$ cat src/rtl/part_regfile_pkg.sv
package part_regfile_pkg;
  parameter int GPR_W     = 64;
  parameter int GPR_N     = 4;
  parameter int SEG_W     = 16;
  parameter int SEG_N     = 6;
  parameter int PTR_N     = 4;
  localparam int GPR_BYTES = GPR_W / 8;
  localparam int GPR_IDX_W = $clog2(GPR_N);

  typedef enum logic [1:0] {
    SZ_BYTE  = 2'd0,
    SZ_HALF  = 2'd1,
    SZ_DWORD = 2'd2,
    SZ_FULL  = 2'd3
  } accSize_t;

  typedef struct packed {
    logic [GPR_N-1:0]     gprWe;
    logic [GPR_BYTES-1:0] byteMask;
    logic                 highLane;
  } wrStrobe_t;
endpackage

$ cat src/rtl/part_regfile_ctrl.sv
module part_regfile_ctrl
  import part_regfile_pkg::*;
(
  input  logic                 clk,
  input  logic                 rst,
  input  logic                 wrEn,
  input  logic [GPR_IDX_W-1:0] wrIdx,
  input  logic [1:0]           wrSize,
  input  logic                 wrHigh,
  output wrStrobe_t            strobe,
  output logic                 wrIllegal
);
  logic badCombo;
  assign badCombo  = wrHigh && (accSize_t'(wrSize) != SZ_BYTE);
  assign wrIllegal = wrEn && badCombo;

  always_comb begin
    strobe = '0;
    strobe.highLane = wrHigh;
    unique case (accSize_t'(wrSize))
      SZ_BYTE:  strobe.byteMask = wrHigh ? GPR_BYTES'(2) : GPR_BYTES'(1);
      SZ_HALF:  strobe.byteMask = GPR_BYTES'(3);
      SZ_DWORD: strobe.byteMask = GPR_BYTES'(15);
      default:  strobe.byteMask = '1;
    endcase
    if (wrEn && !badCombo) strobe.gprWe[wrIdx] = 1'b1;
  end

  assert_illegal_no_write_R8: assert property (@(posedge clk) disable iff (rst)
    wrIllegal |-> (strobe.gprWe == '0));
  assert_single_target_R2: assert property (@(posedge clk) disable iff (rst)
    $onehot0(strobe.gprWe));
  assert_legal_write_strobes_R9: assert property (@(posedge clk) disable iff (rst)
    (wrEn && !wrIllegal) |-> ($countones(strobe.gprWe) == 1));
endmodule

$ cat src/rtl/part_regfile_dp.sv
module part_regfile_dp
  import part_regfile_pkg::*;
(
  input  logic                 clk,
  input  logic                 rst,
  input  wrStrobe_t            strobe,
  input  logic [GPR_W-1:0]     wrData,
  input  logic [GPR_IDX_W-1:0] rdAIdx,
  input  logic [1:0]           rdASize,
  input  logic                 rdAHigh,
  output logic [GPR_W-1:0]     rdAData,
  input  logic [GPR_IDX_W-1:0] rdBIdx,
  input  logic [1:0]           rdBSize,
  input  logic                 rdBHigh,
  output logic [GPR_W-1:0]     rdBData,
  input  logic                 segWrEn,
  input  logic [2:0]           segWrIdx,
  input  logic [GPR_IDX_W-1:0] segWrSrc,
  input  logic [2:0]           segRdIdx,
  output logic [SEG_W-1:0]     segRdData,
  input  logic                 ptrWrEn,
  input  logic [1:0]           ptrWrIdx,
  input  logic [GPR_W-1:0]     ptrWrData,
  input  logic [1:0]           ptrRdIdx,
  output logic [GPR_W-1:0]     ptrRdData,
  input  logic                 ipLoad,
  input  logic [GPR_W-1:0]     ipNext,
  output logic [GPR_W-1:0]     ipOut
);
  logic [GPR_W-1:0] gpr [GPR_N];
  logic [SEG_W-1:0] seg [SEG_N];
  logic [GPR_W-1:0] ptr [PTR_N];
  logic [GPR_W-1:0] ipReg;

  logic [GPR_W-1:0] laneData;
  logic [GPR_W-1:0] bitMask;

  assign laneData = strobe.highLane ? {wrData[GPR_W-9:0], 8'h00} : wrData;

  for (genvar b = 0; b < GPR_BYTES; b++) begin : g_mask
    assign bitMask[b*8 +: 8] = {8{strobe.byteMask[b]}};
  end

  for (genvar i = 0; i < GPR_N; i++) begin : g_gpr
    always_ff @(posedge clk) begin
      if (rst)                  gpr[i] <= '0;
      else if (strobe.gprWe[i]) gpr[i] <= (gpr[i] & ~bitMask) | (laneData & bitMask);
    end
    assert_keep_upper_R3: assert property (@(posedge clk) disable iff (rst)
      (strobe.gprWe[i] && !strobe.byteMask[4]) |=> (gpr[i][GPR_W-1:32] == $past(gpr[i][GPR_W-1:32])));
    assert_keep_low_byte_R6: assert property (@(posedge clk) disable iff (rst)
      (strobe.gprWe[i] && !strobe.byteMask[0]) |=> (gpr[i][7:0] == $past(gpr[i][7:0])));
  end

  function automatic logic [GPR_W-1:0] viewOf(logic [GPR_W-1:0] word, logic [1:0] size, logic high);
    logic [GPR_W-1:0] v;
    v = '0;
    unique case (accSize_t'(size))
      SZ_BYTE:  v[7:0]  = high ? word[15:8] : word[7:0];
      SZ_HALF:  v[15:0] = high ? 16'h0 : word[15:0];
      SZ_DWORD: v[31:0] = high ? 32'h0 : word[31:0];
      default:  v       = high ? '0 : word;
    endcase
    return v;
  endfunction

  assign rdAData = viewOf(gpr[rdAIdx], rdASize, rdAHigh);
  assign rdBData = viewOf(gpr[rdBIdx], rdBSize, rdBHigh);

  for (genvar s = 0; s < SEG_N; s++) begin : g_seg
    always_ff @(posedge clk) begin
      if (rst)                                      seg[s] <= '0;
      else if (segWrEn && (int'(segWrIdx) == s))    seg[s] <= gpr[segWrSrc][SEG_W-1:0];
    end
  end
  assign segRdData = (int'(segRdIdx) < SEG_N) ? seg[segRdIdx] : '0;

  for (genvar p = 0; p < PTR_N; p++) begin : g_ptr
    always_ff @(posedge clk) begin
      if (rst)                                    ptr[p] <= '0;
      else if (ptrWrEn && (int'(ptrWrIdx) == p))  ptr[p] <= ptrWrData;
    end
  end
  assign ptrRdData = ptr[ptrRdIdx];

  always_ff @(posedge clk) begin
    if (rst)         ipReg <= '0;
    else if (ipLoad) ipReg <= ipNext;
  end
  assign ipOut = ipReg;

  assert_ip_hold_R12: assert property (@(posedge clk) disable iff (rst)
    !ipLoad |=> $stable(ipReg));
  assert_reset_clear_R1: assert property (@(posedge clk)
    $past(rst) |-> (ipReg == '0 && ptrRdData == '0 && segRdData == '0));
endmodule

$ cat src/rtl/part_regfile.sv
module part_regfile
  import part_regfile_pkg::*;
(
  input  logic        clk,
  input  logic        rst,
  input  logic        wrEn,
  input  logic [1:0]  wrIdx,
  input  logic [1:0]  wrSize,
  input  logic        wrHigh,
  input  logic [63:0] wrData,
  output logic        wrIllegal,
  input  logic [1:0]  rdAIdx,
  input  logic [1:0]  rdASize,
  input  logic        rdAHigh,
  output logic [63:0] rdAData,
  input  logic [1:0]  rdBIdx,
  input  logic [1:0]  rdBSize,
  input  logic        rdBHigh,
  output logic [63:0] rdBData,
  input  logic        segWrEn,
  input  logic [2:0]  segWrIdx,
  input  logic [1:0]  segWrSrc,
  input  logic [2:0]  segRdIdx,
  output logic [15:0] segRdData,
  input  logic        ptrWrEn,
  input  logic [1:0]  ptrWrIdx,
  input  logic [63:0] ptrWrData,
  input  logic [1:0]  ptrRdIdx,
  output logic [63:0] ptrRdData,
  input  logic        ipLoad,
  input  logic [63:0] ipNext,
  output logic [63:0] ipOut
);
  wrStrobe_t strobe;

  part_regfile_ctrl u_ctrl (
    .clk(clk), .rst(rst), .wrEn(wrEn), .wrIdx(wrIdx), .wrSize(wrSize),
    .wrHigh(wrHigh), .strobe(strobe), .wrIllegal(wrIllegal)
  );

  part_regfile_dp u_dp (
    .clk(clk), .rst(rst), .strobe(strobe), .wrData(wrData),
    .rdAIdx(rdAIdx), .rdASize(rdASize), .rdAHigh(rdAHigh), .rdAData(rdAData),
    .rdBIdx(rdBIdx), .rdBSize(rdBSize), .rdBHigh(rdBHigh), .rdBData(rdBData),
    .segWrEn(segWrEn), .segWrIdx(segWrIdx), .segWrSrc(segWrSrc),
    .segRdIdx(segRdIdx), .segRdData(segRdData),
    .ptrWrEn(ptrWrEn), .ptrWrIdx(ptrWrIdx), .ptrWrData(ptrWrData),
    .ptrRdIdx(ptrRdIdx), .ptrRdData(ptrRdData),
    .ipLoad(ipLoad), .ipNext(ipNext), .ipOut(ipOut)
  );
endmodule

$ cat config.mk
export PLATFORM = sky130hd
export DESIGN_NAME = part_regfile
export DESIGN_NICKNAME = d
export VERILOG_FILES = /design/src/rtl/part_regfile_pkg.sv /design/src/rtl/part_regfile_ctrl.sv /design/src/rtl/part_regfile_dp.sv /design/src/rtl/part_regfile.sv
export SDC_FILE = /design/constraint.sdc
export NUM_CORES = 1
export LEC_CHECK = 0
export ABC_AREA = 0
export BUFFER_PORTS_ARGS = -buffer_cell sky130_fd_sc_hd__buf_2
export CAP_MARGIN = 25
export CORE_ASPECT_RATIO = 1.75
export CORE_UTILIZATION = 45
export DETAILED_ROUTE_END_ITERATION = 8
export PLACE_DENSITY_LB_ADDON = 0.1
export SYNTH_ARGS = -nofsm -noshare
export SYNTH_HDL_FRONTEND = slang
export SYNTH_HIERARCHICAL = 1
export SYNTH_SLANG_ARGS = --single-unit
$ cat constraint.sdc
create_clock -name clk -period 5.9 [get_ports clk]
set_input_delay 0.885 -clock clk [delete_from_list [all_inputs] [get_ports clk]]
set_output_delay 0.885 -clock clk [all_outputs]
set_load 0.01 [all_outputs]
==> qor.yml, run 1 <==
outcome: "finished clean"
track_usage_pct: 27.3
row_count: 132
path_buf_inv: 3
ctsHoldBuffers: 0
rsz0062_at_grt: "no"
cp.arrival_ps: 2880
dp_slack_ps: 2150
yosys_warnings: 6
path_clk_slew_ps: 60
grt_overflow: 0
worst_setup_path_start_kind: "input port"
cts_root_buf: "clkbuf_16"
antenna_found_initial: 22
netlist.area_leader.share_pct: 54.1
io_buffers: 497
cts_inserted_buffers: 66
hpwl_um: 68400
hp-class: "register to register"
cts_tree: "built"
ys_types: 40
yosysSeqAreaShare_pct: 57.9
drcViolationCount: 0
dieArea_um2: 76100
fillers: 6393
grt_pass1_vias: 23700
cp-end-kind: "output port"
cp_top_family: "buffers and inverters"
die_h_um: 364
synth_seq_cells: 672
drive_gt1_share_pct: 28.4
netlist_top_cells_area: "edfxtp_1, mux4_2, mux2i_1, and2_1, nor2_1"
dr.pass1.iters: 7
finalSetupViolCount: 0
avgRoutedWirePerCell_um: 26.5
start_util_pct: 45.5
synth.avg_cell_area_um2: 13.1
worstSetupPathType: "input port to output port"
hold_ws_ps: 493
setup_tns_ps: 0
max-cap-violations: 0
synth_top_area_cell: "edfxtp_1"
final_cell_mix: "edfxtp_1, buf_2, nor2_1"
grt_pass1_wl_um: 154000
hold_viol: 0
critPathMaxFanout: 43
period_minus_slack_ps: 3770
slew_violations: 0
grt_max_degree: 111
core_um2: 74200
total_power_uw: 11300
post_cts_resized: 0
max_freq_mhz: 265
syn_inst: 2567
ant_nets: 0
fin_worst_skew_ps: 17.6
cts_setup_buffers: 0
area_growth_pct: 16.0
cp_cell_sequence: "buf_4, buf_12, mux4_2, nor2b_1, buf_2"
worst_slack_ps: 2130
drt_wl_total_um: 105000
crit_path_max_incr_delay_ps: 600
chipWidth_um: 209
slew_headroom_pct: 25.4
powerDensity_nw_per_um2: 289
cts-htree-levels: 3
viasPerCell: 5.89
drt_iter0_drc: 1846
cp_slowest_cell: "buf_4"
stdcell_count: 3975
io_pins: 498
clock_path_buffers: 3
mostFrequentLayoutCell: "edfxtp_1"
clock-sinks: 672
synthesis.nets: 2795
nets: 3202
tightest_slew_ps: 1120
vias: 23400
leakagePower_uw: 0.0153
peakVddDrop_mv: 0.204
clk_latency_ps: 620
synth_area_um2: 33700
placedCellCount: 3843
post-route-period-util_pct: 63.9
place_congestion: 0.869
cp.required_ps: 5020
## power breakdown
group	internal (uW)	leakage, uW	switching (uW)
clock	2370	0.00105	1900
combinational	577	0.00750	826
sequential	5480	0.00672	142
## cells in the mapped netlist (all sizes together)
cell type	count
a21o	4
nand4b	1
o21ai	17
nand3	4
o21bai	1
and4b	1
mux4	161
nor3	241
inv	5
dfxtp	64
mux2	31
o22a	16
nor2	389
mux2i	262
a21oi	32
and4bb	2
edfxtp	608
or2	9
and2	313
a31o	4
ha	3
o32a	16
nor3b	2
nor4b	3
nor2b	101
o221ai	16
buf	100
nand2	15
nand2b	43
clkbuf	99
nand3b	4
## tightest hold or removal path, stage by stage, from the launching register on
cell and delay [ps]:
dfxtp_1 320, mux2i_1 70, nor2_1 70
## layout make-up
class | count | area, um^2 | share of cell area, %
sequential | 672 | 19500 | 49.9
multi-input combinational | 1691 | 13300 | 33.9
timing repair buffer | 538 | 2950 | 7.55
clock buffer | 82 | 1750 | 4.48
tap | 938 | 1170 | 3.00
clock inverter | 37 | 392 | 1.00
antenna | 12 | 30.0 | 0.0767
inverter | 5 | 18.8 | 0.0480
## sequential cells by signal, summed over array words and instances, names as in the netlist
name,count
u_dp/ptr,256
u_dp/gpr,256
u_dp/seg,96
u_dp/ipOut,64
## worst paths after layout
check	from	endpoint	slack, ps	cells past startpoint
min	u_dp/ipOut[60]$_SDFFE_PP0P_	u_dp/ipOut[60]$_SDFFE_PP0P_	490	2
max	rdAIdx[0]	rdAData[40]	2130	5
min reg2reg	u_dp/ipOut[60]$_SDFFE_PP0P_	u_dp/ipOut[60]$_SDFFE_PP0P_	490	2
max reg2reg	u_dp/gpr[3][3]$_SDFFCE_PN0P_	u_dp/seg[0][3]$_SDFFCE_PN0P_	4310	3
## stage by stage
stage,cell area (um^2),utilization [%]
2_1_floorplan,33700,-
3_3_place_gp,36800,49.6
3_5_place_dp,36900,49.8
4_1_cts,39100,52.7
5_1_grt,39100,52.8
6_report,39100,52.8
## cell families after synthesis
| family | Yosys count | share of synthesized area [%] |
|---|---|---|
| adder cells (fa/ha/maj) | 3 | 0.111 |
| multiplexers | 454 | 19.6 |
| buffers and inverters | 204 | 2.88 |
| flip-flops | 672 | 57.9 |
| AND/OR/NAND/NOR | 1128 | 17.2 |
| AO/OA/AOI/OAI | 106 | 2.25 |
## routing by layer
metal / routed length [um] / track usage, % / up-vias
li1: - / - / 10300
met1: 40800 / 34.3 / 11800
met2: 52200 / 45.6 / 1089
met3: 8520 / 5.92 / 185
met4: 3710 / 11.1 / 16
met5: 95 / 0 / -
No activity file was read; power rests on OpenSTA's default activity.
==> inputs of run 2 (changes only) <==
==> constraint.sdc (replaced) <==
create_clock -name clk -period 3.85 [get_ports clk]
set_input_delay 0.5775 -clock clk [delete_from_list [all_inputs] [get_ports clk]]
set_output_delay 0.5775 -clock clk [all_outputs]
set_load 0.01 [all_outputs]
==> qor.yml, run 2 (same netlist as run 1, synthesis figures left out) <==
drt_wl_total_um: 104000  # -1.6%
cts_root_buf: "clkbuf_16"
area_growth_pct: 17.2
clock-sinks: 672  # unchanged
leakagePower_uw: 0.0155  # +1.4%
path_common_cell: "buf_4"
max-cap-violations: 0  # unchanged
slew_headroom_pct: 29.5  # +4.1 points
period_minus_slack_ps: 2910
stdcell_area_um2: 39500  # +1.0%
vias: 23100  # -1.2%
slew_violations: 0  # unchanged
worst_setup_path_start_kind: "input port"
ant_nets: 0  # unchanged
r2r_setup_slack_ps: 2320  # -1990 ps
die_h_um: 364  # unchanged
grt_pass1_vias: 23500  # -0.74%
post-route-period-util_pct: 75.6
final_cell_mix: "edfxtp_1, buf_2, nor2_1"
crit_path_max_incr_delay_ps: 560  # -40 ps
cts_inserted_buffers: 67  # +1.5%
io_buffers: 497  # unchanged
cts_tree: "built"
outcome: "finished clean"
fin_worst_skew_ps: 31.2  # +13.6 ps
cp-end-kind: "output port"
mostFrequentLayoutCell: "edfxtp_1"
cp_cell_sequence: "buf_4, buf_4, mux2i_1, o22a_1, o221ai_1, buf_2"
grt_overflow: 0  # unchanged
track_usage_pct: 26.9  # -0.37 points
clock_path_buffers: 3  # unchanged
critPathMaxFanout: 32  # -26%
io_pins: 498  # unchanged
hp-class: "input port to register"
worst_slack_ps: 939  # -1190 ps
drive_gt1_share_pct: 29.0  # +0.63 points
antenna_found_initial: 24  # +9.1%
cp.required_ps: 3270  # -1750 ps
drt_iter0_drc: 1877  # +1.7%
place_congestion: 0.857  # -1.4%
avgRoutedWirePerCell_um: 25.9  # -2.2%
core_um2: 74200  # unchanged
clk_latency_ps: 630  # about the same
post_cts_resized: 0  # unchanged
cp_slowest_cell: "buf_4"
hold_viol: 0  # unchanged
dieArea_um2: 76100  # unchanged
worstSetupPathType: "input port to output port"
top_regs: "u_dp/gpr (256), u_dp/ptr (256), u_dp/seg (96)"
grt_pass1_wl_um: 152000  # -1.2%
dr.pass1.iters: 6  # -1
cts-htree-levels: 3  # unchanged
cp.arrival_ps: 2330  # -550 ps
row_count: 132  # unchanged
hpwl_um: 70600  # +3.2%
drcViolationCount: 0  # unchanged
path_clk_slew_ps: 60  # about the same
peakVddDrop_mv: 0.503  # +150%
finalSetupViolCount: 0  # unchanged
grt_max_degree: 135  # +22%
dpl-instance-area_um2: 37200  # +0.86%
nets: 3226  # +0.75%
tightest_slew_ps: 1060  # -61.7 ps
chipWidth_um: 209  # unchanged
dp_slack_ps: 863  # -1290 ps
powerDensity_nw_per_um2: 443  # +54%
cts_setup_buffers: 0  # unchanged
ctsHoldBuffers: 0  # unchanged
viasPerCell: 5.78  # -1.9%
setup_tns_ps: 0  # unchanged
rsz0062_at_grt: "no"
max_freq_mhz: 344
start_util_pct: 45.5  # unchanged
-- run 2: cell types whose count changed in the layout (fill, tap and decap cells not counted), sizes merged --
| cell | delta |
|---|---|
| clkbuf | +2 |
| inv | +1 |
| clkinv | +1 |
| buf | +23 |
-- run 2: stage by stage --
stage	total power [uW]	instances	hold WS, ps	util [%]
3_5_place_dp	11000	3865	476	50.2
2_1_floorplan	10000	2567	531	-
5_1_grt	18100	3994	176	53.3
6_report	17500	4002	189	53.3
3_3_place_gp	10900	3864	472	50.2
4_1_cts	17700	3988	148	53.2
-- run 2: where the power goes --
part | switching (uW) | leakage (uW) | internal, uW
clock | 2960 | 0.00110 | 3780
sequential | 208 | 0.00672 | 8400
combinational | 1280 | 0.00766 | 912
-- run 2: layout make-up --
cell class,count,area (um^2)
sequential,672,19500
clock buffer,84,1830
inverter,5,18.8
fill,6362,34600
multi-input combinational,1691,13300
tap,938,1170
clock inverter,39,400
timing repair buffer,561,3270
antenna,12,30.0
-- run 2: path summary, 6_finish.rpt --
kind / to / start / cells after the start
setup / recovery: rdBData[2] / rdBIdx[0] / 6
hold reg to reg: u_dp/ipOut[18]$_SDFFE_PP0P_ / u_dp/ipOut[18]$_SDFFE_PP0P_ / 2
setup reg to reg: u_dp/seg[4][3]$_SDFFCE_PN0P_ / u_dp/gpr[1][3]$_SDFFCE_PN0P_ / 3
hold / removal: u_dp/ipOut[8]$_SDFFE_PP0P_ / ipNext[8] / 3
-- run 2: routing by layer --
layer / routed length [um] / track usage, % / part of all wire (%) / up-vias
met4: 2760 / 8.41 / 2.7 / 18
met1: 39300 / 33.0 / 38 / 11600
met2: 52800 / 46.9 / 51 / 1000
met5: 124 / 0 / 0.12 / -
met3: 8680 / 6.22 / 8.4 / 183
li1: - / - / - / 10400
-- run 2: worst max-delay path: cells and delay by family --
kind            cells  cell delay (ps)
buf+inv             3             1120
compound gates      2              370
mux                 1              240
==> inputs of run 3 (changes only) <==
==> constraint.sdc (replaced) <==
create_clock -name clk -period 2.9 [get_ports clk]
set_input_delay 0.435 -clock clk [delete_from_list [all_inputs] [get_ports clk]]
set_output_delay 0.435 -clock clk [all_outputs]
set_load 0.01 [all_outputs]
==> qor.yml, run 3 (same netlist as run 1, synthesis figures left out) <==
final_cell_mix: "edfxtp_1, buf_2, nor2_1"
finalSetupViolCount: 0  # unchanged
place_congestion: 0.855  # -0.22%
mostFrequentLayoutCell: "edfxtp_1"
leakagePower_uw: 0.0157  # +1.4%
cts_tree: "built"
worst_setup_path_start_kind: "input port"
hold_end: "u_dp/ipOut[15]$_SDFFE_PP0P_"
grt_pass1_wl_um: 154000  # +1.4%
setup_tns_ps: 0  # unchanged
ant_nets: 0  # unchanged
post-route-period-util_pct: 86.4
placedCellCount: 3885  # +0.52%
grt_pass1_vias: 24000  # +2.0%
dieArea_um2: 76100  # unchanged
period_minus_slack_ps: 2510
max_freq_mhz: 399
dp_slack_ps: 403  # -460 ps
ctsHoldBuffers: 53  # +53
timing.rr.end: "u_dp/seg[1][3]$_SDFFCE_PN0P_"
start_util_pct: 45.5  # unchanged
io_buffers: 497  # unchanged
die_h_um: 364  # unchanged
top_regs: "u_dp/gpr (256), u_dp/ptr (256), u_dp/seg (96)"
row_count: 132  # unchanged
drcViolationCount: 0  # unchanged
clock-sinks: 672  # unchanged
avgRoutedWirePerCell_um: 25.9  # about the same
cts_inserted_buffers: 61  # -9.0%
powerDensity_nw_per_um2: 569  # +28%
viasPerCell: 5.81  # +0.48%
cts-htree-levels: 2  # -1
stdcell_count: 4071  # +1.7%
drt_wl_total_um: 105000  # +1.6%
worstSetupPathType: "input port to output port"
rsz0062_at_grt: "no"
cts_root_buf: "clkbuf_16"
r2r_setup_slack_ps: 1350  # -970 ps
nets: 3291  # +2.0%
chipWidth_um: 209  # unchanged
dr.pass1.iters: 5  # -1
clk_latency_ps: 680  # +50 ps
antenna_found_initial: 31  # +29%
io_pins: 498  # unchanged
post_cts_resized: 0  # unchanged
fillers: 6340  # -0.35%
clock_path_buffers: 3  # unchanged
max-cap-violations: 0  # unchanged
critPathMaxFanout: 29  # -9.4%
slew_headroom_pct: 40.2  # +11 points
cts_setup_buffers: 0  # unchanged
holdPathStages: 3  # unchanged
path_clk_slew_ps: 60  # about the same
r2r_cells: 3  # unchanged
min-delay-start: "ipNext[15]"
worst_slack_ps: 395  # -545 ps
area_growth_pct: 19.0
hp-class: "input port to register"
grt_overflow: 0  # unchanged
slew_violations: 0  # unchanged
hold_viol: 0  # unchanged
r2r-start: "u_dp/gpr[0][3]$_SDFFCE_PN0P_"
grt_max_degree: 161  # +19%
hpwl_um: 71100  # +0.82%
fin_worst_skew_ps: 22.2  # -8.97 ps
tightest_slew_ps: 897  # -160 ps
total_power_uw: 22800  # +30%
cp-end-kind: "output port"
peakVddDrop_mv: 0.519  # +3.3%
drive_gt1_share_pct: 28.6  # -0.46 points
drt_iter0_drc: 1911  # +1.8%
core_um2: 74200  # unchanged
vias: 23700  # +2.2%
outcome: "finished clean"
cp.arrival_ps: 2070  # -260 ps
cp.required_ps: 2470  # -800 ps
track_usage_pct: 27.2  # +0.33 points
==> run 3: cell types whose count changed in the layout (fill, tap and decap cells not counted), moves of 4 or more <==
cell | before | now
clkbuf_16 | 69 | 61
clkinv_2 | 15 | 11
clkbuf_8 | 5 | 0
dlygate4sd3_1 | 0 | 53
buf_4 | 48 | 60
buf_12 | 22 | 30
diode_2 | 12 | 18
==> run 3: layout make-up <==
type                            count  area, um^2  area share (%)
Antenna cell                       18        45.0           0.112
Clock buffer                       74        1580            3.93
Clock inverter                     41         482            1.20
Inverter                            5        18.8          0.0468
Multi-Input combinational cell   1691       13300            33.1
Sequential cell                   672       19500            48.7
Tap cell                          938        1170            2.92
Timing Repair Buffer              632        4030            10.0
==> run 3: per-stage QoR <==
stage	area, um^2	hold slack (ps)	util [%]
2_1_floorplan	33700	531	-
3_3_place_gp	37500	470	50.6
3_5_place_dp	37500	473	50.6
4_1_cts	40100	1.62	54.0
5_1_grt	40100	17.1	54.1
6_report	40100	35.2	54.1
==> run 3: routing by layer <==
layer	track usage (%)	part of all wire (%)	vias up	routed length, um
met2	45.3	49	1144	52000
met1	34.6	39	11800	40900
met5	0	0.11	-	120
met3	5.67	8.1	199	8570
met4	11.0	3.6	18	3810
li1	-	-	10500	-
==> run 3: worst max path at each step <==
stage                      startpoint                       endpoint  slack, ps  depth (start not counted)
after floorplan           ptrWrIdx[0]   u_dp/ptr[2][0]$_SDFFCE_PN0P_        150                          2
after global placement      wrSize[0]  u_dp/gpr[2][55]$_SDFFCE_PN0P_        380                          7
after detailed placement    wrSize[0]  u_dp/gpr[2][54]$_SDFFCE_PN0P_        400                          7
after CTS                   rdBIdx[1]                     rdBData[0]        420                          7
after global routing        rdBIdx[1]                     rdBData[1]        300                          7
final                       rdBIdx[0]                     rdBData[2]        390                          7
==> run 3: critical path, cell delays in order <==
cell,delay [ps]
buf_4,240
buf_12,270
buf_4,210
mux2i_1,370
o22a_1,210
o221ai_1,120
buf_2,170
==> run 3: where the power goes <==
part	switching, uW	internal (uW)
sequential	280	11100
combinational	1740	1280
clock	3750	4610
total	5770	17000
